`config.mk`:
```
export PLATFORM = sky130hd
export DESIGN_NAME = wl_ctrl
export DESIGN_NICKNAME = d
export VERILOG_FILES = /design/src/rtl/wl_pkg.sv /design/src/rtl/wl_cfg_reg.sv /design/src/rtl/wl_lock_slot.sv /design/src/rtl/wl_ctrl.sv
export SDC_FILE = /design/constraint.sdc
export NUM_CORES = 1
export LEC_CHECK = 0
export BUFFER_PORTS_ARGS = -buffer_cell sky130_fd_sc_hd__buf_2
export CORE_UTILIZATION = 53
export DETAILED_ROUTE_END_ITERATION = 12
export PLACE_DENSITY_LB_ADDON = 0.3
export SLEW_MARGIN = 20
export SYNTH_ARGS = -nofsm -noshare
export SYNTH_HDL_FRONTEND = slang
export SYNTH_HIERARCHICAL = 1
export SYNTH_SLANG_ARGS = --single-unit
```
`constraint.sdc`:
```
create_clock -name clk -period 5.5 [get_ports clk]
set_input_delay 0.275 -clock clk [delete_from_list [all_inputs] [get_ports clk]]
set_output_delay 0.275 -clock clk [all_outputs]
set_load 0.05 [all_outputs]
```
`src/rtl/wl_pkg.sv`:
```
package wl_pkg;
  localparam int unsigned CFG_ADDR = 0;
  localparam int unsigned BIT_EN   = 0;
  localparam int unsigned BIT_REQ  = 0;
  localparam int unsigned BIT_ACK  = 1;
endpackage

```
`src/rtl/wl_cfg_reg.sv`:
```
module wl_cfg_reg (
  input  logic clk,
  input  logic rst_n,
  input  logic wr_hit,
  input  logic wr_en_bit,
  output logic en_o,
  output logic clr_all_o
);
  logic en_q;

  always_ff @(posedge clk) begin
    if (!rst_n) en_q <= 1'b0;
    else if (wr_hit) en_q <= wr_en_bit;
  end

  assign en_o      = en_q;
  assign clr_all_o = wr_hit && !wr_en_bit;

  AST_CFG_WRITE_TAKES: assert property (@(posedge clk) disable iff (!rst_n)
    wr_hit |=> (en_q == $past(wr_en_bit)));
endmodule

```
`src/rtl/wl_lock_slot.sv`:
```
module wl_lock_slot (
  input  logic clk,
  input  logic rst_n,
  input  logic wr_hit,
  input  logic wr_req_bit,
  input  logic clr_all,
  input  logic active,
  input  logic pwr_good,
  output logic req_o,
  output logic ack_o,
  output logic hold_o
);
  logic req_q;
  logic ack_q;

  always_ff @(posedge clk) begin
    if (!rst_n) begin
      req_q <= 1'b0;
      ack_q <= 1'b0;
    end else begin
      if (clr_all) req_q <= 1'b0;
      else if (wr_hit) req_q <= wr_req_bit;
      ack_q <= req_q && active && pwr_good;
    end
  end

  assign req_o  = req_q;
  assign ack_o  = ack_q && req_q;
  assign hold_o = req_q && active;

  AST_ACK_NEEDS_REQ: assert property (@(posedge clk) disable iff (!rst_n)
    ack_o |-> req_o);
  AST_ACK_NEEDS_POWER: assert property (@(posedge clk) disable iff (!rst_n)
    $rose(ack_q) |-> $past(pwr_good));
  AST_DISABLE_CLEARS: assert property (@(posedge clk) disable iff (!rst_n)
    clr_all |=> !req_q);
endmodule

```
`src/rtl/wl_ctrl.sv`:
```
module wl_ctrl #(
  parameter int unsigned NUM_LOCKS = 13,
  parameter int unsigned NUM_DEEP  = 3,
  parameter int unsigned ADDR_W    = 5,
  parameter int unsigned DATA_W    = 32
) (
  input  logic              clk,
  input  logic              rst_n,
  input  logic              reg_wr,
  input  logic [ADDR_W-1:0] reg_addr,
  input  logic [DATA_W-1:0] reg_wdata,
  output logic [DATA_W-1:0] reg_rdata,
  input  logic [NUM_DEEP-1:0] deep_allow,
  input  logic              pwr_good,
  output logic              exit_req
);
  import wl_pkg::*;

  localparam int unsigned LAST_ADDR = NUM_LOCKS;

  logic en;
  logic clr_all;
  logic active;
  logic [NUM_LOCKS-1:0] req_v;
  logic [NUM_LOCKS-1:0] ack_v;
  logic [NUM_LOCKS-1:0] hold_v;
  logic unused_wdata_bits;

  assign unused_wdata_bits = ^reg_wdata[DATA_W-1:1];

  wl_cfg_reg u_cfg (
    .clk       (clk),
    .rst_n     (rst_n),
    .wr_hit    (reg_wr && (reg_addr == ADDR_W'(CFG_ADDR))),
    .wr_en_bit (reg_wdata[BIT_EN]),
    .en_o      (en),
    .clr_all_o (clr_all)
  );

  assign active = en && (|deep_allow);

  for (genvar g = 0; g < NUM_LOCKS; g++) begin : g_slot
    wl_lock_slot u_slot (
      .clk        (clk),
      .rst_n      (rst_n),
      .wr_hit     (reg_wr && (reg_addr == ADDR_W'(g + 1))),
      .wr_req_bit (reg_wdata[BIT_REQ]),
      .clr_all    (clr_all),
      .active     (active),
      .pwr_good   (pwr_good),
      .req_o      (req_v[g]),
      .ack_o      (ack_v[g]),
      .hold_o     (hold_v[g])
    );
  end

  assign exit_req = |hold_v;

  always_comb begin
    reg_rdata = '0;
    if (reg_addr == ADDR_W'(CFG_ADDR)) reg_rdata[BIT_EN] = en;
    for (int i = 0; i < NUM_LOCKS; i++) begin
      if (reg_addr == ADDR_W'(i + 1)) begin
        reg_rdata[BIT_REQ] = req_v[i];
        reg_rdata[BIT_ACK] = ack_v[i];
      end
    end
  end

  AST_EXIT_GATED: assert property (@(posedge clk) disable iff (!rst_n)
    exit_req |-> (en && (|deep_allow) && (|req_v)));
  AST_IDLE_NO_EXIT: assert property (@(posedge clk) disable iff (!rst_n)
    (req_v == '0) |-> !exit_req);
  AST_ACK_WITHIN_MAP: assert property (@(posedge clk) disable iff (!rst_n)
    (reg_addr > ADDR_W'(LAST_ADDR)) |-> (reg_rdata == '0));
endmodule

```
==> metrics.md <==
| Metric | Value |
|---|---|
| RSZ-0062 raised after global routing | no |
| Final setup viols | 0 |
| Top sig layer | met4 |
| Total grt overflow | 0 |
| Critical-path cell list | buf_2 > mux4_2 > nor2b_1 > o22ai_1 > a21oi_1 > buf_2 |
| Routed wl met3 | 100 µm |
| Commonest cells in the synthesized netlist | buf_4, dfxtp_1, mux2i_1, nor2_1 |
| Detailed Routing Iterations Pass 1 | 4 |
| Clock Sinks | 27 |
| # resized after CTS | 0 |
| Diode count | 0 |
| Die Span Y | 63.6 µm |
| Worst-Skew Late Latency | 0.27 ns |
| Routed met2 length | 1480 µm |
| Post-synthesis cell type count | 44 |
| Req. time, crit path | 5.22 ns |
| Multiplexer share of the synthesized area | 11.3% |
| Hold_buf cts | 0 |
| Max-cap viol count | 0 |
| Share of cells above drive strength 1 | 30.8% |
| P per Cell Area | 199 nW/µm² |
| Top cell type's share of synthesized area | 26.9% |
| Dominant cell type by area after synthesis | dfxtp_1 |
| Seq cells post-synth | 27 |
| Peak supply drop | 0.000130 V |
| CP dominant cell by count | buf_2 |
| Xor and xnor fraction of the mapped netlist area | 0% |
| Synth Area in Simple Gates | 37.9% |
| Most frequent cell after synthesis | buf_4 |
| Root Driver | clkbuf_8 |
| Post-layout minimum cycle time | 2.20 ns |
| Antenna violation net count after detailed routing | 0 |
| Ranking of synthesized cells by area | dfxtp_1, buf_4, mux2i_1 |
| Final Hold Viols | 0 |
| Post-synthesis compound-gate area fraction | 7.71% |
| Crit end category | output port |
| Top FF cell, synth | dfxtp_1 |
| Static leakage | 0.809 nW |
| Largest family of logic cells by synthesized area | simple AND/OR/NAND/NOR gates |
| Category of the critical setup timing path | in2out |
| WP buf/inv | 2 |
| Horiz. Die Dim | 63.6 µm |
| EDFF count, synth | 0 |
| Status | finished clean |
| DRC | 0 |
| Clk slew on worst S/H paths | 0.09 ns |
| CTS max path bufs | 2 |
| Vias in the first global route | 1249 |
| Core Rows | 22 |
| CTS H-tree lvls | 1 |
| Final Cycle Share | 40.0% |
| Max_slew headroom | 65.0% |
| WL/cell | 12.4 µm |
| Post-synthesis adder-cell area fraction | 0% |
| CP delay by family, top | buffers and inverters |
| HP Class | in2reg |
| Util after Layout | 54.4% |
| Arrival time at the worst endpoint | 1.93 ns |
| WL met1 | 1760 µm |
| Via density | 5.12 |
| CP max stage delay | 0.56 ns |
| Antenna violations before repair | 0 |
| Final slew viol count | 0 |
| Global-route usage over all layers | 18.8% |
| Asr flop ratio synth | 0% |
| Layout fillers | 372 |
| Hpwl dp | 2500 µm |
| Nets@finish | 272 |
| Initial Utilization | 55.0% |
| Synthesized cell area | 2010 µm² |
| Worst Setup Start Kind | primary input |
| PortBufs | 15 |
| Routed wire length | 3400 µm |
| Top-level port count | 77 |
| GPL Wtd Cong | 0.808 |
| Worst-margin pin slew | 0.524 ns |
| Mean Syn Cell Area | 9.31 µm² |
| Synth Warn # | 6 |
| Slowest-stage cell, CP | mux4_2 |
| Sequential area share after synthesis | 26.9% |
| Area growth from synthesis to layout | -0.933% |
| Final setup skew | 0.00250 ns |
| Vias | 1408 |
| Largest net degree at the start of global routing | 30 |
| Post-Syn Instances | 216 |
| # Post-CTS Setup Buffers | 0 |
| First-pass GRT wire length | 5890 µm |
| Full die area | 4050 µm² |
| CTS buffer count | 3 |
| Drt initial violations | 89 |
| Core Box Area | 3660 µm² |
| Setup_tns | 0 ns |
| Crit-path max FO | 29 |
| CTS tree | done |
| Fmax | 454 MHz |
[cell type report]
class                      instances  area, µm²  share of cell area [%]
timing repair buffer              16       82.6                    4.14
tap                               48       60.1                    3.01
inverter                           2       7.51                   0.377
clock buffer                       4       45.0                    2.26
multi-input combinational        178       1260                    63.1
sequential                        27        541                    27.1
[where the power goes]
part	total [mW]	switching [mW]	internal [mW]
sequential	0.197	0.000825	0.196
combinational	0.0892	0.0725	0.0167
clock	0.111	0.0594	0.0520
[worst paths after layout]
| path | slack (ns) | endpoint | start | cells after the start |
|---|---|---|---|---|
| worst max register to register | 4.25 | g_slot[9].u_slot/ack_q | u_cfg/en_o | 3 |
| worst min register to register | 0.56 | u_cfg/en_o | u_cfg/en_o | 2 |
| worst max-delay path | 3.30 | reg_rdata[0] | reg_addr[0] | 6 |
| worst min-delay path | 0.37 | g_slot[1].u_slot/ack_q | pwr_good | 2 |
[per-stage QoR]
stage	std cells	total power [mW]	setup WS, ns	area, µm²	hold slack (ns)
after floorplan	245	0.297	3.24	2120	0.403
after global placement	271	0.290	3.29	1950	0.560
after detailed placement	271	0.290	3.27	1950	0.559
after CTS	275	0.402	3.28	1990	0.363
after global routing	275	0.419	3.22	1990	0.362
final	275	0.397	3.30	1990	0.365
[flip-flops by register name, summed over array words and instances, names as in the netlist]
| signal | flops |
|---|---|
| u_cfg/en_o | 1 |
| g_slot.u_slot/ack_q | 13 |
| g_slot.u_slot/req_o | 13 |
[placed cells by master, fill, tap and decap left out, types with 2 or more instances in the layout]
cell | netlist | final
nand2_1 | 4 | 4
and2_2 | 13 | 13
clkbuf_8 | 4 | 3
nor3b_2 | 13 | 13
and3_1 | 13 | 13
buf_2 | 0 | 15
nor4_1 | 2 | 2
a31oi_1 | 3 | 3
nor2_1 | 17 | 17
nand2b_1 | 5 | 5
nor3_1 | 6 | 6
dfxtp_1 | 27 | 27
mux2_2 | 3 | 3
a32oi_1 | 2 | 2
nand3_1 | 4 | 4
mux2i_1 | 17 | 17
conb_1 | 1 | 30
nor2b_1 | 4 | 4
and2_4 | 13 | 13
inv_1 | 2 | 2
nand4b_1 | 2 | 2
a21oi_1 | 6 | 6
nand4_1 | 2 | 2
[routing by layer]
layer / track usage (%) / vias up
met5: 0 / -
met4: 8.52 / 0
met3: 2.54 / 5
met2: 28.2 / 36
met1: 26.3 / 644
li1: - / 723
[logic make-up after synthesis]
group           Yosys count
other cells               1
flops                    27
simple gates            106
compound gates           21
buf+inv                  40
mux                      21
Note: power is estimated with default switching activity, not from simulation.
